===== config.mk =====
export PLATFORM = sky130hd
export DESIGN_NAME = irq_status_ctrl
export DESIGN_NICKNAME = d
export VERILOG_FILES = /design/src/rtl/irq_pkg.sv /design/src/rtl/irq_status_bank.sv /design/src/rtl/irq_cfg_regs.sv /design/src/rtl/irq_out_fsm.sv /design/src/rtl/irq_status_ctrl.sv
export SDC_FILE = /design/constraint.sdc
export NUM_CORES = 1
export LEC_CHECK = 0
export BUFFER_PORTS_ARGS = -buffer_cell sky130_fd_sc_hd__buf_2
export CAP_MARGIN = 30
export CORE_UTILIZATION = 54
export CTS_BUF_LIST = sky130_fd_sc_hd__clkbuf_8
export DETAILED_ROUTE_END_ITERATION = 12
export GPL_ROUTABILITY_DRIVEN = 0
export PLACE_DENSITY = 0.81
export SETUP_SLACK_MARGIN = 0.3
export SYNTH_ARGS = -nofsm -noshare
export SYNTH_HDL_FRONTEND = slang
export SYNTH_SLANG_ARGS = --single-unit

===== constraint.sdc =====
create_clock -name clk -period 1.3 [get_ports clk]
set_input_delay 0.26 -clock clk [delete_from_list [all_inputs] [get_ports clk]]
set_output_delay 0.26 -clock clk [all_outputs]
set_load 0.02 [all_outputs]

===== src/rtl/irq_pkg.sv =====
package irq_pkg;

    localparam int unsigned CTRL_GEN_BIT  = 0;
    localparam int unsigned CTRL_TYPE_BIT = 1;
    localparam int unsigned CTRL_POL_BIT  = 2;
    localparam int unsigned CTRL_FIELDS   = 3;

    localparam logic [1:0] ADDR_CTRL   = 2'd0;
    localparam logic [1:0] ADDR_ENABLE = 2'd1;
    localparam logic [1:0] ADDR_STATUS = 2'd2;

    typedef enum logic [1:0] {
        IRQ_IDLE  = 2'd0,
        IRQ_LEVEL = 2'd1,
        IRQ_PULSE = 2'd2
    } irq_state_e;

endpackage


===== src/rtl/irq_status_bank.sv =====
module irq_status_bank #(
    parameter int unsigned W         = 8,
    parameter logic [W-1:0] RST_VAL  = 8'h10,
    parameter logic [W-1:0] IMPL_MSK = 8'hDF
) (
    input  logic         clk,
    input  logic         rst_n,
    input  logic [W-1:0] evt_in,
    input  logic         clr_we,
    input  logic [W-1:0] clr_data,
    output logic [W-1:0] status_q
);

    logic [W-1:0] clr_vec;
    logic [W-1:0] evt_vec;
    logic [W-1:0] status_n;

    always_comb begin
        clr_vec  = clr_we ? clr_data : '0;
        evt_vec  = evt_in & IMPL_MSK;
        // a new event takes priority over a clear in the same cycle
        status_n = ((status_q & ~clr_vec) | evt_vec) & IMPL_MSK;
    end

    always_ff @(posedge clk or negedge rst_n) begin
        if (!rst_n) status_q <= RST_VAL & IMPL_MSK;
        else        status_q <= status_n;
    end

    assert_evt_sets_R2: assert property (@(posedge clk) disable iff (!rst_n)
        ((evt_in & IMPL_MSK) != '0) |=>
        ((status_q & $past(evt_in & IMPL_MSK)) == $past(evt_in & IMPL_MSK)));

    assert_no_spurious_set_R2: assert property (@(posedge clk) disable iff (!rst_n)
        1'b1 |=> ((status_q & ~$past(status_q) & ~$past(evt_in)) == '0));

    assert_reserved_zero_R2: assert property (@(posedge clk) disable iff (!rst_n)
        ((status_q & ~IMPL_MSK) == '0));

    assert_w1c_R3: assert property (@(posedge clk) disable iff (!rst_n)
        clr_we |=> ((status_q & $past(clr_data & ~evt_in)) == '0));

    assert_evt_wins_R4: assert property (@(posedge clk) disable iff (!rst_n)
        (clr_we && ((clr_data & evt_in & IMPL_MSK) != '0)) |=>
        ((status_q & $past(clr_data & evt_in & IMPL_MSK)) ==
         $past(clr_data & evt_in & IMPL_MSK)));

endmodule


===== src/rtl/irq_cfg_regs.sv =====
module irq_cfg_regs
    import irq_pkg::*;
#(
    parameter int unsigned W = 8
) (
    input  logic         clk,
    input  logic         rst_n,
    input  logic         ctrl_we,
    input  logic         en_we,
    input  logic [W-1:0] wdata,
    output logic [W-1:0] ctrl_q,
    output logic [W-1:0] en_q,
    output logic         glb_en,
    output logic         pulse_mode,
    output logic         act_high
);

    localparam logic [W-1:0] CTRL_MSK = W'((1 << CTRL_FIELDS) - 1);

    always_ff @(posedge clk or negedge rst_n) begin
        if (!rst_n) begin
            ctrl_q <= '0;
            en_q   <= '0;
        end else begin
            if (ctrl_we) ctrl_q <= wdata & CTRL_MSK;
            if (en_we)   en_q   <= wdata;
        end
    end

    always_comb begin
        glb_en     = ctrl_q[CTRL_GEN_BIT];
        pulse_mode = ctrl_q[CTRL_TYPE_BIT];
        act_high   = ctrl_q[CTRL_POL_BIT];
    end

    assert_ctrl_upper_zero_R5: assert property (@(posedge clk) disable iff (!rst_n)
        ((ctrl_q & ~CTRL_MSK) == '0));

    assert_en_hold_R11: assert property (@(posedge clk) disable iff (!rst_n)
        !en_we |=> $stable(en_q));

    assert_ctrl_hold_R11: assert property (@(posedge clk) disable iff (!rst_n)
        !ctrl_we |=> $stable(ctrl_q));

endmodule


===== src/rtl/irq_out_fsm.sv =====
module irq_out_fsm
    import irq_pkg::*;
#(
    parameter int unsigned W = 8
) (
    input  logic         clk,
    input  logic         rst_n,
    input  logic         glb_en,
    input  logic         pulse_mode,
    input  logic         act_high,
    input  logic [W-1:0] masked,
    output logic         irq_out
);

    irq_state_e   state_q, state_n;
    logic [W-1:0] masked_q;
    logic         pending;
    logic         fresh;
    logic         active;

    always_comb begin
        pending = |masked;
        fresh   = |(masked & ~masked_q);
    end

    always_ff @(posedge clk or negedge rst_n) begin
        if (!rst_n) begin
            state_q  <= IRQ_IDLE;
            masked_q <= '0;
        end else begin
            state_q  <= state_n;
            masked_q <= masked;
        end
    end

    always_comb begin
        state_n = state_q;
        unique case (state_q)
            IRQ_IDLE: begin
                if (glb_en && !pulse_mode && pending)     state_n = IRQ_LEVEL;
                else if (glb_en && pulse_mode && fresh)   state_n = IRQ_PULSE;
            end
            IRQ_LEVEL: begin
                if (!glb_en || pulse_mode || !pending)    state_n = IRQ_IDLE;
            end
            IRQ_PULSE: begin
                if (glb_en && pulse_mode && fresh)        state_n = IRQ_PULSE;
                else                                      state_n = IRQ_IDLE;
            end
            default:                                      state_n = IRQ_IDLE;
        endcase
    end

    always_comb begin
        active  = (state_q != IRQ_IDLE);
        irq_out = act_high ? active : ~active;
    end

    assert_level_follows_R6: assert property (@(posedge clk) disable iff (!rst_n)
        (glb_en && !pulse_mode && pending) |=> (state_q == IRQ_LEVEL));

    assert_level_release_R7: assert property (@(posedge clk) disable iff (!rst_n)
        (state_q == IRQ_LEVEL && !pending) |=> (state_q == IRQ_IDLE));

    assert_pulse_single_R8: assert property (@(posedge clk) disable iff (!rst_n)
        (state_q == IRQ_PULSE && !fresh) |=> (state_q == IRQ_IDLE));

    assert_gate_closed_R10: assert property (@(posedge clk) disable iff (!rst_n)
        !glb_en |=> (state_q == IRQ_IDLE));

endmodule


===== src/rtl/irq_status_ctrl.sv =====
module irq_status_ctrl
    import irq_pkg::*;
#(
    parameter int unsigned  STAT_W    = 8,
    parameter int unsigned  ADDR_W    = 2,
    parameter logic [7:0]   STAT_RST  = 8'h10,
    parameter logic [7:0]   STAT_IMPL = 8'hDF
) (
    input  logic              clk,
    input  logic              rst_n,
    input  logic [STAT_W-1:0] evt_in,
    input  logic              bus_wr,
    input  logic [ADDR_W-1:0] bus_addr,
    input  logic [STAT_W-1:0] bus_wdata,
    output logic [STAT_W-1:0] bus_rdata,
    output logic              irq_out
);

    localparam logic [STAT_W-1:0] RST_V  = STAT_W'(STAT_RST);
    localparam logic [STAT_W-1:0] IMPL_V = STAT_W'(STAT_IMPL);

    logic              wr_ctrl, wr_en, wr_stat;
    logic [STAT_W-1:0] status_q, ctrl_q, en_q, masked;
    logic              glb_en, pulse_mode, act_high;

    always_comb begin
        wr_ctrl = bus_wr && (bus_addr == ADDR_W'(ADDR_CTRL));
        wr_en   = bus_wr && (bus_addr == ADDR_W'(ADDR_ENABLE));
        wr_stat = bus_wr && (bus_addr == ADDR_W'(ADDR_STATUS));
        masked  = status_q & en_q;
    end

    irq_status_bank #(
        .W(STAT_W), .RST_VAL(RST_V), .IMPL_MSK(IMPL_V)
    ) u_bank (
        .clk(clk), .rst_n(rst_n), .evt_in(evt_in),
        .clr_we(wr_stat), .clr_data(bus_wdata), .status_q(status_q)
    );

    irq_cfg_regs #(.W(STAT_W)) u_cfg (
        .clk(clk), .rst_n(rst_n), .ctrl_we(wr_ctrl), .en_we(wr_en),
        .wdata(bus_wdata), .ctrl_q(ctrl_q), .en_q(en_q),
        .glb_en(glb_en), .pulse_mode(pulse_mode), .act_high(act_high)
    );

    irq_out_fsm #(.W(STAT_W)) u_fsm (
        .clk(clk), .rst_n(rst_n), .glb_en(glb_en), .pulse_mode(pulse_mode),
        .act_high(act_high), .masked(masked), .irq_out(irq_out)
    );

    always_comb begin
        if (bus_addr == ADDR_W'(ADDR_CTRL))        bus_rdata = ctrl_q;
        else if (bus_addr == ADDR_W'(ADDR_ENABLE)) bus_rdata = en_q;
        else if (bus_addr == ADDR_W'(ADDR_STATUS)) bus_rdata = status_q;
        else                                       bus_rdata = '0;
    end

endmodule


==> impl_summary.txt <==
----------------------------------------------------
[Placed design]
  Placed instance count ... around 160
  Count of buffers from port buffering ... 28
  DP HPWL ... approximately 1.9 mm

[Drt]
  1st-iter DRT viols ... 25
  Post-route ant nets ... 0
  Total length of routed wires ... about 3.8 mm
  Total via count in the routed design ... roughly 1100
  First-pass iteration count of the detailed router ... 4
  Drc violations ... 0
  Detailed-route vias per instance ... slightly below 6
  Final routed wire length divided by cell count ... between 20 and 25 microns

[Worst setup path]
  Sum of buffers and inverters on the critical path ... 1
  Largest delay contributor family on the critical path ... flip-flops
  Highest net fanout along the worst path ... 2
  CP Launch Type ... flop
  Endpoint kind of the worst setup timing path ... output port
  Worst-case reg-to-reg path depth ... 4
  Type of the worst setup path ... reg2out
  Capture point of the worst reg-to-reg path ... u_fsm.state_q[0]
  Slowest stage delay, CP ... around 0.42 ns
  Critical-path cell with the highest stage delay ... sky130_fd_sc_hd__dfrtp_1
  Arr. time, crit path ... around 1.2 ns
  Crit path cell chain ... nor2_2 > xor2_2 > buf_4
  Origin of the critical flop-to-flop path ... u_bank.status_q[6]
  Required time at the worst-slack endpoint ... between 1 and 1.5 ns
  Reg2Reg Setup Slack ... -0.01 ns

[Run]
  Max-cap check violation count ... 0

[Timing]
  Fin Clk Skew ... ~0.00096 ns
  Minimum hold slack ... -0.0216 ns
  Count of pins over their slew limit ... 0
  Final worst-path setup slack ... -0.192 ns
  Share of the clock period used by the worst path ... 115%
  Maximum clock rate ... roughly 0.67 GHz
  Number of hold violations in the final report ... 26
  Sum of negative setup slack ... -0.485 ns
  Relative slew margins ... 61.4%
  Setup repair after global routing missed its margin ... yes
  Clock period minus final worst setup slack ... 1.49 ns
  Actual slew at the worst max-slew pin ... around 0.58 ns
  Total of endpoints with negative setup slack in the final report ... 8

[Finish]
  Final nets ... roughly 180
  Share of post-route cells with drive strength above 1 ... ~63%
  Antenna cell count ... 0
  Most frequent cells in the layout ... sky130_fd_sc_hd__dfrtp_1 (25), sky130_fd_sc_hd__buf_4 (22), sky130_fd_sc_hd__buf_2 (17), sky130_fd_sc_hd__buf_6 (14)
  Layout Utilization ... between 90% and 100%
  Area added between synthesis and finish ... 57.5%
  Leading cell type in the layout, fill and taps excluded ... sky130_fd_sc_hd__dfrtp_1
  Final std cells w/o fill ... 180

[Clock network]
  Hold-fix buffer count after cts ... 0
  Num Clock Sinks ... 27
  CTS clock-pin slew for the worst setup and hold paths ... 0.08 ns
  Cts bufs inserted ... 3
  Clock latency at the later pin of the worst-skew pair ... approximately 0.27 ns
  Deepest clock path buffer count ... 2
  Cell chosen for the clock root ... sky130_fd_sc_hd__clkbuf_8
  CTS HTree Levels ... 1
  TritonCTS clock tree ... yes

[Synth]
  Cells after Synth ... 97
  Number of unique standard cell types used by synthesis ... 25
  Proportion of synthesized chip area in sequential cells ... between 50 and 60%
  Average instance area after synthesis ... 12.2 sq um
  Warning count from the yosys run ... 0
  Post-synthesis register bit count ... 27
  Post-Syn Area ... roughly 1200 sq um
  Synthesized net count ... 118

[Floorplanning]
  Vertical extent of the die ... around 49 microns
  Die Wd ... 48.9 microns
  Row Count ... 16
  Area enclosed by the die boundary ... roughly 2400 sq um
  Boundary Pins ... 30
  Initial core utilization ... approximately 60%
  Area of the core ... around 2000 sq um

[Power and ir drop]
  Overall power after layout ... 0.00233 W
  Peak supply drop ... approximately 1.1 mV
  Total power per unit cell area ... roughly 1200 nW/um^2
  Static leakage power ... roughly 0.89 nW

[Status]
  Run status ... finished, violations left
  Violated checks ... hold timing, setup timing

[Global routing]
  Maximum number of pins on one net before global-route repair ... 28
  Antenna violations before repair ... 0
  GRT Total Usage ... between 20% and 30%
  Global-route wire length before repair ... ~5.0 mm
  Vias in the first global route ... a little under 1000
  Global route total overflow ... 0

[Worst hold path]
  Tightest Hold Check Type ... in2async

----------------------------------------------------
## worst max path at each step
| stage | start | end | depth (start not counted) | slack [ns] |
|---|---|---|---|---|
| after floorplan | u_cfg.en_q[7] | u_fsm.state_q[0] | 3 | 0.16 |
| after global placement | bus_addr[0] | bus_rdata[7] | 4 | -0.03 |
| after detailed placement | bus_addr[0] | bus_rdata[4] | 4 | -0.04 |
| after CTS | u_bank.status_q[1] | bus_rdata[1] | 3 | -0.08 |
| after global routing | u_fsm.state_q[1] | irq_out | 3 | -0.23 |
| final | u_fsm.state_q[1] | irq_out | 3 | -0.19 |
## worst register-to-register path: stages (launching register included)
cell and delay, ns:
sky130_fd_sc_hd__dfrtp_1 0.41, sky130_fd_sc_hd__buf_6 0.12, sky130_fd_sc_hd__and2_4 0.13, sky130_fd_sc_hd__nand4bb_1 0.19
sky130_fd_sc_hd__o41a_1 0.34
## what timing repair did
| action | in CTS | in global routing |
|---|---|---|
| endpoints found under the setup margin | 19 | 22 |
| endpoints found under the hold margin | 0 | 0 |
| buffers inserted | 10 | 9 |
| gates resized for setup | 40 | 14 |
| pin swaps | 7 | 6 |
## power breakdown
part / leakage, nW / switching, W / internal (W) / total (W)
clock network: 0.0269 / 0.000247 / 0.000212 / 0.000458
registers: 0.305 / 0.000113 / 0.000969 / 0.00108
logic: 0.557 / 0.000344 / 0.000448 / 0.000792
total: 0.888 / 0.000704 / 0.00163 / 0.00233
## cell families (layout without fill, tap and decap cells)
kind of cell,Yosys count,in the layout,synth area share [%]
flip-flops,27,27,57.1
XOR/XNOR,1,1,0.739
AO/OA/AOI/OAI,18,18,12.1
multiplexers,14,14,13.0
AND/OR/NAND/NOR,31,31,14.6
buffers and inverters,6,62,2.53
## area by class of cell
class / count / area (sq um)
multi-input cells: 64 / 662
inverters: 3 / 11.3
clock buffers: 3 / 41.3
fillers: 68 / 154
well taps: 27 / 33.8
clock inverters: 1 / 3.75
repair buffers: 55 / 438
flip-flops and latches: 27 / 678
## stage by stage
step,setup WS [ns],cell area [sq um]
2_1_floorplan,0.161,1290
3_3_place_gp,-0.0344,1500
3_5_place_dp,-0.0423,1500
4_1_cts,-0.0816,1760
5_1_grt,-0.232,1870
6_report,-0.192,1870
## layer usage
layer | routed length [microns] | GRT usage, % | share of wire, %
met3 | 198 | 3.74 | 5.3
met2 | 1900 | 54.9 | 51
met1 | 1430 | 37.2 | 38
met4 | 223 | 5.88 | 5.9
met5 | 0 | 0 | 0
## flip-flops by register name, summed over array words and instances (netlist names)
register / flops
u_cfg.ctrl_q: 3
u_fsm.masked_q: 7
u_fsm.state_q: 2
u_bank.status_q: 7
u_cfg.en_q: 8
## synth_stat cells
cell | instances | share of area, %
sky130_fd_sc_hd__nor2_1 | 1 | 0.32
sky130_fd_sc_hd__dfstp_2 | 1 | 2.2
sky130_fd_sc_hd__o2111a_1 | 1 | 0.95
sky130_fd_sc_hd__o21ai_0 | 3 | 1.3
sky130_fd_sc_hd__nor3b_1 | 2 | 1.3
sky130_fd_sc_hd__o221a_2 | 1 | 0.95
sky130_fd_sc_hd__a211oi_1 | 1 | 0.63
sky130_fd_sc_hd__mux2_2 | 11 | 10
sky130_fd_sc_hd__nand4bb_1 | 1 | 0.95
sky130_fd_sc_hd__and2_1 | 5 | 2.6
sky130_fd_sc_hd__buf_4 | 2 | 1.3
sky130_fd_sc_hd__clkbuf_1 | 1 | 0.32
sky130_fd_sc_hd__inv_1 | 3 | 0.95
sky130_fd_sc_hd__nand3b_1 | 4 | 2.5
sky130_fd_sc_hd__o41a_1 | 1 | 0.95
sky130_fd_sc_hd__and2b_1 | 1 | 0.63
sky130_fd_sc_hd__dfrtp_1 | 26 | 55
sky130_fd_sc_hd__a21o_1 | 7 | 4.4
sky130_fd_sc_hd__and3b_1 | 1 | 0.74
sky130_fd_sc_hd__mux2i_1 | 3 | 2.5
sky130_fd_sc_hd__xor2_1 | 1 | 0.74
sky130_fd_sc_hd__nor2b_1 | 1 | 0.53
sky130_fd_sc_hd__a22o_1 | 4 | 3.0
sky130_fd_sc_hd__nand2_2 | 1 | 0.53
sky130_fd_sc_hd__nand2_1 | 14 | 4.4
Note: power is estimated with default switching activity, not from simulation.
